<file path="src/rtl/ifu_pkg.sv">
// Package: shared types for the instruction line fetch unit.
// Assumes nothing beyond IEEE 1800-2017 enum support.
package ifu_pkg;

    // Per-thread fetch state
    typedef enum logic [1:0] {
        TS_RUN        = 2'd0,  // may fetch or request
        TS_WAIT_RSP   = 2'd1,  // request sent, waiting for the line
        TS_WAIT_RETRY = 2'd2   // request refused, parked in retry slot
    } thr_st_e;

endpackage

</file>
<file path="src/rtl/ifu_line_buf.sv">
// Module: per-thread line buffers with tag and valid bit.
// A tag write sets the tag and clears valid; a fill sets valid and data.
// Assumes tag write and fill never target the same thread in one cycle.
module ifu_line_buf #(
    parameter int N_THR     = 2,
    parameter int AW        = 32,
    parameter int LINE_BITS = 256,
    parameter int TIDW      = 1
) (
    input  logic                 clk,
    input  logic                 rst_n,
    input  logic                 tag_we,
    input  logic [TIDW-1:0]      tag_tid,
    input  logic [AW-1:0]        tag_addr,
    input  logic                 fill_we,
    input  logic [TIDW-1:0]      fill_tid,
    input  logic [LINE_BITS-1:0] fill_data,
    input  logic [TIDW-1:0]      rd_tid,
    output logic                 rd_vld,
    output logic [AW-1:0]        rd_tag,
    output logic [LINE_BITS-1:0] rd_data
);

    logic                 vld_q  [N_THR];
    logic [AW-1:0]        tag_q  [N_THR];
    logic [LINE_BITS-1:0] data_q [N_THR];

    for (genvar t = 0; t < N_THR; t++) begin : g_thr
        // Tag and valid bookkeeping for thread t
        always_ff @(posedge clk) begin
            if (!rst_n) begin
                vld_q[t] <= 1'b0;
                tag_q[t] <= '0;
            end else if (tag_we && tag_tid == TIDW'(t)) begin
                tag_q[t] <= tag_addr;
                vld_q[t] <= 1'b0;
            end else if (fill_we && fill_tid == TIDW'(t)) begin
                vld_q[t] <= 1'b1;
            end
        end

        // Line storage for thread t, no reset needed
        always_ff @(posedge clk) begin
            if (fill_we && fill_tid == TIDW'(t)) begin
                data_q[t] <= fill_data;
            end
        end
    end

    // Read port for the fetching thread
    always_comb begin
        rd_vld  = vld_q[rd_tid];
        rd_tag  = tag_q[rd_tid];
        rd_data = data_q[rd_tid];
    end

endmodule

</file>
<file path="src/rtl/ifu_retry_slot.sv">
// Module: single shared slot holding one refused line request.
// While the slot is busy, or after it was emptied by a squash, the block is
// blocked; blocked clears on a resend or on a ready cycle with no held request.
// Assumes cap_en is only raised while not blocked.
module ifu_retry_slot #(
    parameter int AW   = 32,
    parameter int TIDW = 1,
    parameter int ID_W = 4
) (
    input  logic            clk,
    input  logic            rst_n,
    input  logic            cap_en,
    input  logic [AW-1:0]   cap_addr,
    input  logic [TIDW-1:0] cap_tid,
    input  logic [ID_W-1:0] cap_id,
    input  logic            req_rdy,
    input  logic            kill_en,
    input  logic [TIDW-1:0] kill_tid,
    output logic            slot_vld,
    output logic [AW-1:0]   slot_addr,
    output logic [TIDW-1:0] slot_tid,
    output logic [ID_W-1:0] slot_id,
    output logic            blocked
);

    // Slot occupancy and blocked flag
    always_ff @(posedge clk) begin
        if (!rst_n) begin
            slot_vld <= 1'b0;
            blocked  <= 1'b0;
        end else if (cap_en) begin
            slot_vld <= 1'b1;
            blocked  <= 1'b1;
        end else if (blocked) begin
            if (slot_vld && req_rdy) begin
                slot_vld <= 1'b0;
                blocked  <= 1'b0;
            end else if (slot_vld && kill_en && kill_tid == slot_tid) begin
                slot_vld <= 1'b0;
            end else if (!slot_vld && req_rdy) begin
                blocked  <= 1'b0;
            end
        end
    end

    // Held request fields
    always_ff @(posedge clk) begin
        if (!rst_n) begin
            slot_addr <= '0;
            slot_tid  <= '0;
            slot_id   <= '0;
        end else if (cap_en) begin
            slot_addr <= cap_addr;
            slot_tid  <= cap_tid;
            slot_id   <= cap_id;
        end
    end

endmodule

</file>
<file path="src/rtl/ifu_extract.sv">
// Module: combinational extraction of an instruction group from a line.
// Starts at the PC's word offset; stops at FETCH_W words, end of line, or the
// first slot whose predicted next PC is not sequential (that slot is kept).
// Assumes LINE_WORDS is a power of two and instructions are 32 bits.
module ifu_extract #(
    parameter int AW         = 32,
    parameter int LINE_WORDS = 8,
    parameter int FETCH_W    = 4,
    parameter int CNT_W      = 3,
    parameter int OFF_W      = 5
) (
    input  logic [AW-1:0]            pc,
    input  logic [LINE_WORDS*32-1:0] line_data,
    input  logic [FETCH_W*AW-1:0]    pred_npc,
    output logic [CNT_W-1:0]         cnt,
    output logic [FETCH_W*32-1:0]    insts,
    output logic [FETCH_W*AW-1:0]    pcs,
    output logic [AW-1:0]            next_pc
);

    localparam int WI_W = $clog2(LINE_WORDS) + 1;

    logic [31:0] wrd [LINE_WORDS];

    for (genvar w = 0; w < LINE_WORDS; w++) begin : g_wrd
        assign wrd[w] = line_data[w*32 +: 32];
    end

    // Walk the slots and stop at the first terminating condition
    always_comb begin
        logic          go;
        logic [WI_W-1:0] widx;
        logic [AW-1:0] spc;
        logic [AW-1:0] snpc;
        go      = 1'b1;
        cnt     = '0;
        insts   = '0;
        pcs     = '0;
        next_pc = pc;
        for (int i = 0; i < FETCH_W; i++) begin
            widx = {1'b0, pc[OFF_W-1:2]} + WI_W'(i);
            spc  = pc + AW'(4 * i);
            snpc = pred_npc[i*AW +: AW];
            if (go && widx < WI_W'(LINE_WORDS)) begin
                insts[i*32 +: 32] = wrd[widx[WI_W-2:0]];
                pcs[i*AW +: AW]   = spc;
                cnt               = cnt + CNT_W'(1);
                next_pc           = snpc;
                if (snpc != spc + AW'(4)) begin
                    go = 1'b0;
                end
            end else begin
                go = 1'b0;
            end
        end
    end

endmodule

</file>
<file path="src/rtl/ifu_line_fetch.sv">
// Module: top of the instruction line fetch unit.
// Per-thread PC and state, hit/miss decision, request issue through the
// shared retry slot, ID-matched response acceptance and registered output.
// Assumes one fetching thread per cycle and at most one response per cycle.
module ifu_line_fetch
    import ifu_pkg::*;
#(
    parameter int          N_THR      = 2,
    parameter int          AW         = 32,
    parameter int          LINE_WORDS = 8,
    parameter int          FETCH_W    = 4,
    parameter int          ID_W       = 4,
    parameter logic [31:0] RST_PC     = 32'h0,
    localparam int         TIDW       = (N_THR > 1) ? $clog2(N_THR) : 1,
    localparam int         OFF_W      = $clog2(LINE_WORDS) + 2,
    localparam int         LINE_BITS  = LINE_WORDS * 32,
    localparam int         CNT_W      = $clog2(FETCH_W + 1)
) (
    input  logic                   clk,
    input  logic                   rst_n,
    input  logic                   fetch_go,
    input  logic [TIDW-1:0]        fetch_tid,
    output logic [AW-1:0]          fetch_pc,
    input  logic [FETCH_W*AW-1:0]  pred_npc,
    input  logic                   intr_pend,
    input  logic                   flush_vld,
    input  logic [TIDW-1:0]        flush_tid,
    input  logic [AW-1:0]          flush_pc,
    output logic                   req_vld,
    input  logic                   req_rdy,
    output logic [AW-1:0]          req_addr,
    output logic [TIDW-1:0]        req_tid,
    output logic [ID_W-1:0]        req_id,
    input  logic                   rsp_vld,
    input  logic [TIDW-1:0]        rsp_tid,
    input  logic [ID_W-1:0]        rsp_id,
    input  logic [LINE_BITS-1:0]   rsp_data,
    output logic                   rsp_stale,
    output logic                   out_vld,
    output logic [TIDW-1:0]        out_tid,
    output logic [CNT_W-1:0]       out_cnt,
    output logic [FETCH_W*32-1:0]  out_insts,
    output logic [FETCH_W*AW-1:0]  out_pcs
);

    thr_st_e              st_q  [N_THR];
    logic [AW-1:0]        pc_q  [N_THR];
    logic [ID_W-1:0]      oid_q [N_THR];
    logic [ID_W-1:0]      id_ctr;

    logic [AW-1:0]        line_addr;
    logic                 flush_me, intr_hold, can_fetch, hit;
    logic                 do_ext, do_new, resend, rsp_take;
    logic                 buf_vld;
    logic [AW-1:0]        buf_tag;
    logic [LINE_BITS-1:0] buf_data;
    logic                 slot_vld, blocked;
    logic [AW-1:0]        slot_addr;
    logic [TIDW-1:0]      slot_tid;
    logic [ID_W-1:0]      slot_id;
    logic [CNT_W-1:0]     ext_cnt;
    logic [FETCH_W*32-1:0] ext_insts;
    logic [FETCH_W*AW-1:0] ext_pcs;
    logic [AW-1:0]        ext_npc;

    // Fetch decision for the selected thread
    always_comb begin
        fetch_pc  = pc_q[fetch_tid];
        line_addr = {fetch_pc[AW-1:OFF_W], {OFF_W{1'b0}}};
        flush_me  = flush_vld && flush_tid == fetch_tid;
        intr_hold = intr_pend && fetch_pc[1:0] == 2'b00;
        can_fetch = fetch_go && st_q[fetch_tid] == TS_RUN && !flush_me
                    && !blocked && !intr_hold;
        hit       = buf_vld && buf_tag == line_addr;
        do_ext    = can_fetch && hit;
        do_new    = can_fetch && !hit;
        resend    = slot_vld && req_rdy;
    end

    // Request port mux: held request first, otherwise a new miss
    always_comb begin
        req_vld  = slot_vld || do_new;
        req_addr = slot_vld ? slot_addr : line_addr;
        req_tid  = slot_vld ? slot_tid  : fetch_tid;
        req_id   = slot_vld ? slot_id   : id_ctr;
    end

    // Response acceptance against the outstanding request of its thread
    always_comb begin
        rsp_take  = rsp_vld && st_q[rsp_tid] == TS_WAIT_RSP
                    && rsp_id == oid_q[rsp_tid]
                    && !(flush_vld && flush_tid == rsp_tid);
        rsp_stale = rsp_vld && !rsp_take;
    end

    // Request ID allocator, one ID per new request attempt
    always_ff @(posedge clk) begin
        if (!rst_n) begin
            id_ctr <= '0;
        end else if (do_new) begin
            id_ctr <= id_ctr + ID_W'(1);
        end
    end

    for (genvar t = 0; t < N_THR; t++) begin : g_thr
        // Per-thread PC, state and outstanding ID update
        always_ff @(posedge clk) begin
            if (!rst_n) begin
                st_q[t]  <= TS_RUN;
                pc_q[t]  <= AW'(RST_PC);
                oid_q[t] <= '0;
            end else if (flush_vld && flush_tid == TIDW'(t)) begin
                st_q[t] <= TS_RUN;
                pc_q[t] <= flush_pc;
            end else if (rsp_take && rsp_tid == TIDW'(t)) begin
                st_q[t] <= TS_RUN;
            end else if (do_new && fetch_tid == TIDW'(t)) begin
                st_q[t]  <= req_rdy ? TS_WAIT_RSP : TS_WAIT_RETRY;
                oid_q[t] <= id_ctr;
            end else if (resend && slot_tid == TIDW'(t)) begin
                st_q[t] <= TS_WAIT_RSP;
            end else if (do_ext && fetch_tid == TIDW'(t)) begin
                pc_q[t] <= ext_npc;
            end
        end
    end

    ifu_line_buf #(
        .N_THR(N_THR), .AW(AW), .LINE_BITS(LINE_BITS), .TIDW(TIDW)
    ) u_buf (
        .clk(clk), .rst_n(rst_n),
        .tag_we(do_new), .tag_tid(fetch_tid), .tag_addr(line_addr),
        .fill_we(rsp_take), .fill_tid(rsp_tid), .fill_data(rsp_data),
        .rd_tid(fetch_tid), .rd_vld(buf_vld), .rd_tag(buf_tag),
        .rd_data(buf_data)
    );

    ifu_retry_slot #(
        .AW(AW), .TIDW(TIDW), .ID_W(ID_W)
    ) u_slot (
        .clk(clk), .rst_n(rst_n),
        .cap_en(do_new && !req_rdy), .cap_addr(line_addr),
        .cap_tid(fetch_tid), .cap_id(id_ctr),
        .req_rdy(req_rdy), .kill_en(flush_vld), .kill_tid(flush_tid),
        .slot_vld(slot_vld), .slot_addr(slot_addr), .slot_tid(slot_tid),
        .slot_id(slot_id), .blocked(blocked)
    );

    ifu_extract #(
        .AW(AW), .LINE_WORDS(LINE_WORDS), .FETCH_W(FETCH_W),
        .CNT_W(CNT_W), .OFF_W(OFF_W)
    ) u_ext (
        .pc(fetch_pc), .line_data(buf_data), .pred_npc(pred_npc),
        .cnt(ext_cnt), .insts(ext_insts), .pcs(ext_pcs), .next_pc(ext_npc)
    );

    // Registered instruction group toward decode
    always_ff @(posedge clk) begin
        if (!rst_n) begin
            out_vld   <= 1'b0;
            out_tid   <= '0;
            out_cnt   <= '0;
            out_insts <= '0;
            out_pcs   <= '0;
        end else begin
            out_vld <= do_ext;
            if (do_ext) begin
                out_tid   <= fetch_tid;
                out_cnt   <= ext_cnt;
                out_insts <= ext_insts;
                out_pcs   <= ext_pcs;
            end
        end
    end

    AST_REQ_ALIGNED: assert property (@(posedge clk) disable iff (!rst_n)
        req_vld |-> req_addr[OFF_W-1:0] == '0);

    AST_HELD_REQ: assert property (@(posedge clk) disable iff (!rst_n)
        (req_vld && !req_rdy && !(flush_vld && flush_tid == req_tid))
        |=> (req_vld && req_addr == $past(req_addr)
             && req_id == $past(req_id)));

    AST_OWNER_WAITS: assert property (@(posedge clk) disable iff (!rst_n)
        slot_vld |-> st_q[slot_tid] == TS_WAIT_RETRY);

    AST_BLOCKED_NO_OUT: assert property (@(posedge clk) disable iff (!rst_n)
        blocked |=> !out_vld);

    AST_OUT_CNT_RANGE: assert property (@(posedge clk) disable iff (!rst_n)
        out_vld |-> (out_cnt != '0 && out_cnt <= CNT_W'(FETCH_W)));

endmodule

</file>
<file path="config.mk">
export PLATFORM = sky130hd
export DESIGN_NAME = ifu_line_fetch
export DESIGN_NICKNAME = d
export VERILOG_FILES = /design/src/rtl/ifu_pkg.sv /design/src/rtl/ifu_line_buf.sv /design/src/rtl/ifu_retry_slot.sv /design/src/rtl/ifu_extract.sv /design/src/rtl/ifu_line_fetch.sv
export SDC_FILE = /design/constraint.sdc
export NUM_CORES = 2
export LEC_CHECK = 0
export BUFFER_PORTS_ARGS = -buffer_cell sky130_fd_sc_hd__buf_2
export CORE_AREA = 3 3 299 301
export DETAILED_ROUTE_END_ITERATION = 12
export DIE_AREA = 0 0 302 304
export HOLD_SLACK_MARGIN = 0.05
export PLACE_DENSITY = 0.77
export SETUP_SLACK_MARGIN = 0.2
export SYNTH_ARGS = -nofsm -noshare
export SYNTH_HDL_FRONTEND = slang
export SYNTH_SLANG_ARGS = --single-unit
</file>
<file path="constraint.sdc">
create_clock -name clk -period 28.1 [get_ports clk]
set_input_delay 2.81 -clock clk [delete_from_list [all_inputs] [get_ports clk]]
set_output_delay 2.81 -clock clk [all_outputs]
set_load 0.1 [all_outputs]
</file>
* Word level (Yosys, flattened, before mapping)
Memory sizes are Yosys's and may differ from the RTL's.
Index checks and enable logic that the tools add are counted.
** Cells by class
- $add $sub $neg :: 12
- $lt $le $gt $ge :: 8
- Equality and inequality tests :: 9
- Mux-type cells :: 133
- Bitwise operators :: 28
- Reduce and logical (&&, ||, !) cells :: 47
** Operators with widths (number)
- $mux 32 :: 25
- $bmux 32 s3 :: 4
- $mux 256 :: 1
- $reduce_or 256->1 :: 1
- $add 32x3->32 const B :: 3
- $ne 32x32->1 :: 3
- $mux 1 :: 86
- $add 32x4->32 const B :: 2
- $mux 27 :: 2
- $eq 32x32->1 :: 1
- $logic_and 1x1->1 :: 32
- $or 1x1->1 :: 20
- $mux 2 :: 9
- $ge 4x4->1 const B :: 4
- $not 3->4 :: 4
- $lt 4x4->1 const B :: 3
- $mux 4 :: 3
- $add 3x1->3 const B :: 3
- $mux 3 :: 3
- $add 3x2->4 const B :: 2
- $logic_not 1->1 :: 8
- $add 3x1->4 const B :: 1
- $add 4x1->4 const B :: 1
- $eq 4x4->1 :: 1
- 9 further kinds :: 15
** Word-level totals
- Flip-flop bits (word level) :: 299
- Memory bits (writable) :: 644
- Input bits :: 430
- Output and inout bits :: 332
- Word-level logic and storage cells :: 254
- Memories kept :: 6
** Memory list
- u_buf.data_q :: words 2, width 256, read ports 1, clocked after memory_dff 0, write ports 1, line ifu_line_buf.sv:26 : logic [LINE_BITS-1:0] data_q [N_THR];
- pc_q :: words 2, width 32, read ports 1, clocked after memory_dff 0, write ports 2, line ifu_line_fetch.sv:47 : logic [AW-1:0] pc_q [N_THR];
- u_buf.tag_q :: words 2, width 27, read ports 1, clocked after memory_dff 0, write ports 2, line ifu_line_buf.sv:25 : logic [AW-1:0] tag_q [N_THR];
- oid_q :: words 2, width 4, read ports 1, clocked after memory_dff 0, write ports 2, line ifu_line_fetch.sv:48 : logic [ID_W-1:0] oid_q [N_THR];
- st_q :: words 2, width 2, read ports 2, clocked after memory_dff 0, write ports 2, line ifu_line_fetch.sv:46 : thr_st_e st_q [N_THR];
- u_buf.vld_q :: words 2, width 1, read ports 1, clocked after memory_dff 0, write ports 2, line ifu_line_buf.sv:24 : logic vld_q [N_THR];

* Logic depth before layout (Yosys ltp)
- Depth in word-level cells :: 16
- Depth in mapped cells :: 30
- Gate-level depth less buffers :: 19

* Cells and area by module
From an unflattened synthesis, not the netlist that was laid out.
** Second synthesis, totals
- Cells, all modules :: 4366
- Area total of the unflattened synthesis :: 52798.1 um2
** Modules (own cells, without submodules)
- ifu_line_buf :: times used 1, cells each 1015, area each 22170.0 um2, seq. area each 17346.6 um2
- ifu_extract :: times used 1, cells each 1689, area each 14933.1 um2, seq. area each 0.0 um2
- ifu_line_fetch :: times used 1, cells each 1534, area each 14191.1 um2, seq. area each 7587.3 um2
- ifu_retry_slot :: times used 1, cells each 128, area each 1503.9 um2, seq. area each 780.7 um2

* Worst setup path before layout
No wires, ideal clock.
- Path kind :: input-to-reg
- Start :: in rsp_tid
- End :: mem pc_q[1][0] (enable)
- Setup time :: 560 ps
- Arrival :: 11469 ps
- Required time :: 27540 ps
- Path slack :: 16071 ps
- Stages on the path :: 12
- Path buffers :: 3
- Cell sequence :: clkbuf_1 > mux2i_1 > xor2_1 > nand3_1 > nor3_1 > and2_1 > a21oi_1 > o21a_1 > and3_1 > clkbuf_1 > clkbuf_1 > nand3b_1
** RTL lines
- start, declared :: line ifu_line_fetch.sv:35 : input logic [TIDW-1:0] rsp_tid,
- end, declared :: line ifu_line_fetch.sv:47

* Worst setup path after layout
- Start :: in fetch_tid
- End :: out req_vld
** Between the ends
- Cells in the longest elaborated chain, start to end :: 8
- Elaborated cells on any way between the ends :: 20
- Classes of those cells :: 2 x eq/ne; 14 x reduce/logical; 4 x memory
** Ends and longest elaborated chain
- start, declared :: line ifu_line_fetch.sv:22 : input logic [TIDW-1:0] fetch_tid,
- branches (longest 6 deep; another with $mem_v2 2x27)
- $logic_and 1x1->1 (*) :: line ifu_line_fetch.sv:76 : do_new = can_fetch && !hit;
- $logic_or 1x1->1 (*) :: line ifu_line_fetch.sv:82 : req_vld = slot_vld || do_new;
- end, declared :: line ifu_line_fetch.sv:29 : output logic req_vld,
Mark *: on every way between the ends.

==> flow_summary.toml <==
[placed_design]
dpl.hpwl_mm = 136
place_congestion = 1.05
portBuffers = 756
dp_cells = 5572
dpl_worst_slack_ps = 16920

[routing]
via_count = 39692
wl_per_cell_um = 32.9
wirelength_mm = 192
dr.pass1.iters = 8
drc = 0
antenna_left = 0
drt-initial-drc-count = 5175
via_per_inst = 6.83

[sta]
setup_tns_ps = 0
rsz0062_at_grt = "no"
max-slew-margin-rel_pct = 12.5
whs_ps = 434
min_period_ps = 10590
fin_skew_ps = 35.9
period_share_pct = 37.7
hold_viol = 0
final_max_slew_viol_count = 0
fin_ws_ps = 17510
finalSetupViolCount = 0
clock.fmax_mhz = 94.4
worst_pin_slew_ps = 1300

[critical_path]
crit_fanout = 73
required_ps = 25290
crit_chain = "buf_8 > buf_4 > buf_4 > mux2i_1 > inv_2 > xnor2_1 > nor4_1 > nand4_1 > nor2_1 > and4_1 > nor2_1 > buf_4 > or2_2 > buf_2"
reg2reg_to = "out_insts[76]"
r2r-start = "pc_q[0][2]"
arrival_ps = 7780
worstSetupEndpointType = "output port"
cp_num_buf_inv = 6
crit_start = "fetch_tid"
worst_path_max_delay_cell = "mux2i_1"
startpoint_type = "primary input"
setup.worst_path.class = "primary input to output port"
reg2reg_depth = 16
critPathTopFamily = "buffers and inverters"
rrSetupSlack_ps = 20380
cpPeakStageDelay_ps = 860
critPathMostFrequentCell = "buf_4"

[clock_tree]
ctsHoldBuffers = 0
root_buffer = "clkbuf_16"
cts_inserted_buffers = 97
cts_sinks = 943
cts_resized = 0
htreeDepth = 3
clk_pin_slew_ps = 60
cts_max_path_buffers = 3
cts_tree = "built"
post_cts.repair.setup_buffers = 0
insertion_delay_ps = 710

[pwr]
p_leak_nw = 21.1
power_density_mw_per_mm2 = 58.6
irDropWorstVdd_uv = 72.6

[synth]
async_flop_share_pct = 0
syn_inst = 3885
synth_edf_count = 643
ys_seq_area_share_pct = 51.6
ys_warn_count = 0
synthTopCellsByArea = "edfxtp_1 (39%), mux4_2 (16%), dfxtp_1 (12%)"
synth_seq_cells = 943
ys_types = 101
yosysTopAreaCell = "edfxtp_1"
syn_avg_cell_area_um2 = 12.6
synth_ff_type = "edfxtp_1"
yosys.area.top_type_share_pct = 39.4
synth_area_mm2 = 0.0490

[layout]
final_util_pct = 65.7
fin_cells = 5814
nets = 4955
areaGrowthSynthToFinish_pct = 16.5
drive_above_1_share_pct = 32.6

[flow_run]
drv_cap = 0

[global_route]
overflow = 0
grt_pass1_wl_mm = 270
antenna_found_initial = 69
grtUsageTotal_pct = 40.9
grt_pass1_vias = 38872
grt_max_degree = 143

[floorplanning]
die_area_mm2 = 0.0918
dieHeight_um = 304
core-area_mm2 = 0.0869
start_util_pct = 56.4
die_x_um = 302
rows = 108
io_pins = 762

[run_status]
outcome = "finished, final reports clean"

[worst_hold_path]
min_to = "out_insts[62]"
hold_path_class = "flip-flop to flip-flop"
hold_depth = 2
hp-start = "out_insts[62]"
[stage by stage]
stage	cell area, um^2	power, mW
6_report	57100	3.35
5_1_grt	57100	3.43
4_1_cts	57000	3.34
3_5_place_dp	53700	2.03
3_3_place_gp	53700	2.02
2_1_floorplan	49100	1.86
[synth_stat cells (7+ instances only)]
cell / number
a22o_1: 41
buf_6: 9
edfxtp_1: 643
or4_1: 28
a31oi_1: 14
mux4_2: 352
nand2_1: 419
a2111oi_0: 9
or3_1: 29
and2_1: 20
nand4b_1: 11
nand4_1: 52
a211oi_1: 64
ha_1: 9
buf_1: 42
mux2_2: 62
mux2i_2: 12
xor2_1: 27
nor2_1: 254
nor3_1: 47
a311oi_1: 35
nor4_1: 41
a22oi_1: 16
o21ai_0: 123
a32oi_1: 66
xnor2_1: 169
a21oi_1: 158
nor2b_1: 9
dfxtp_1: 300
xnor3_1: 12
and3_1: 49
buf_4: 42
and4_1: 7
mux2i_1: 84
buf_2: 21
nand2b_1: 16
nand3b_1: 17
clkbuf_1: 202
inv_2: 16
inv_1: 65
o22ai_1: 7
nand3_1: 139
[kinds of logic (layout without fill, tap and decap cells)]
logic type,Yosys count,count (layout),share of synthesized area (%)
muxes,514,514,19.8
buffers and inverters,404,1116,3.63
and+or+nand+nor,1192,1192,12.0
DFF,943,943,51.6
adders and majority gates,9,9,0.230
other,1,63,0.00765
xor gates and xnor gates,211,211,4.18
AOI/OAI and AO/OA,611,611,8.53
[power breakdown]
part / switching (mW) / internal [mW]
combinational: 0.322 / 0.179
sequential: 0.0127 / 1.50
clock: 0.573 / 0.765
[cell usage in the layout (no fill, tap or decap), types with 49 or more instances in the layout]
master	n
a32oi_1	66
a21oi_1	158
edfxtp_1	643
nor2_1	251
dfxtp_1	299
buf_2	755
buf_4	88
nand3_1	139
and3_1	49
xnor2_1	167
o21ai_0	123
inv_1	61
mux4_2	352
nand4_1	52
mux2i_1	82
clkbuf_16	101
a211oi_1	64
diode_2	58
nand2_1	419
mux2_2	62
[worst max-delay path by stage]
stage,end,slack [ps],cells after the start
after global routing,out_insts[72],16950,18
after CTS,req_vld,17560,14
after floorplan,pc_q[1][0],16070,12
after detailed placement,out_insts[78],16920,18
final,req_vld,17510,14
after global placement,out_insts[74],17080,18
[layout make-up]
cell class	count	area, um^2
sequential	943	25300
clock buffer	134	2790
multi-input combinational	2542	22100
timing repair buffer	845	4470
clock inverter	50	524
inverter	87	350
tap	1155	1450
fill	6394	29800
antenna	58	145
[worst min-delay path: cells and delay by family (launching register included)]
kind	cells	cell delay [ps]
flops	1	310
simple gates	2	90
[layer usage]
layer	part of all wire, %	global-route usage [%]
met5	0.083	0
met4	8.8	29.6
met3	12	11.0
met2	47	64.4
met1	33	48.3
[registers in the layout, indices dropped and copies added (netlist names)]
signal and cells:
u_buf.tag_q 54, out_cnt 3, u_buf.data_q 512, id_ctr 4
out_insts 128, out_pcs 128, oid_q 8, u_slot.slot_addr 27
u_slot.slot_vld 1, u_slot.slot_id 4, u_slot.slot_tid 1, out_tid 1
u_slot.blocked 1, st_q 4, pc_q 64, out_vld 1
u_buf.vld_q 2
Power figures use the tool's default switching activity.
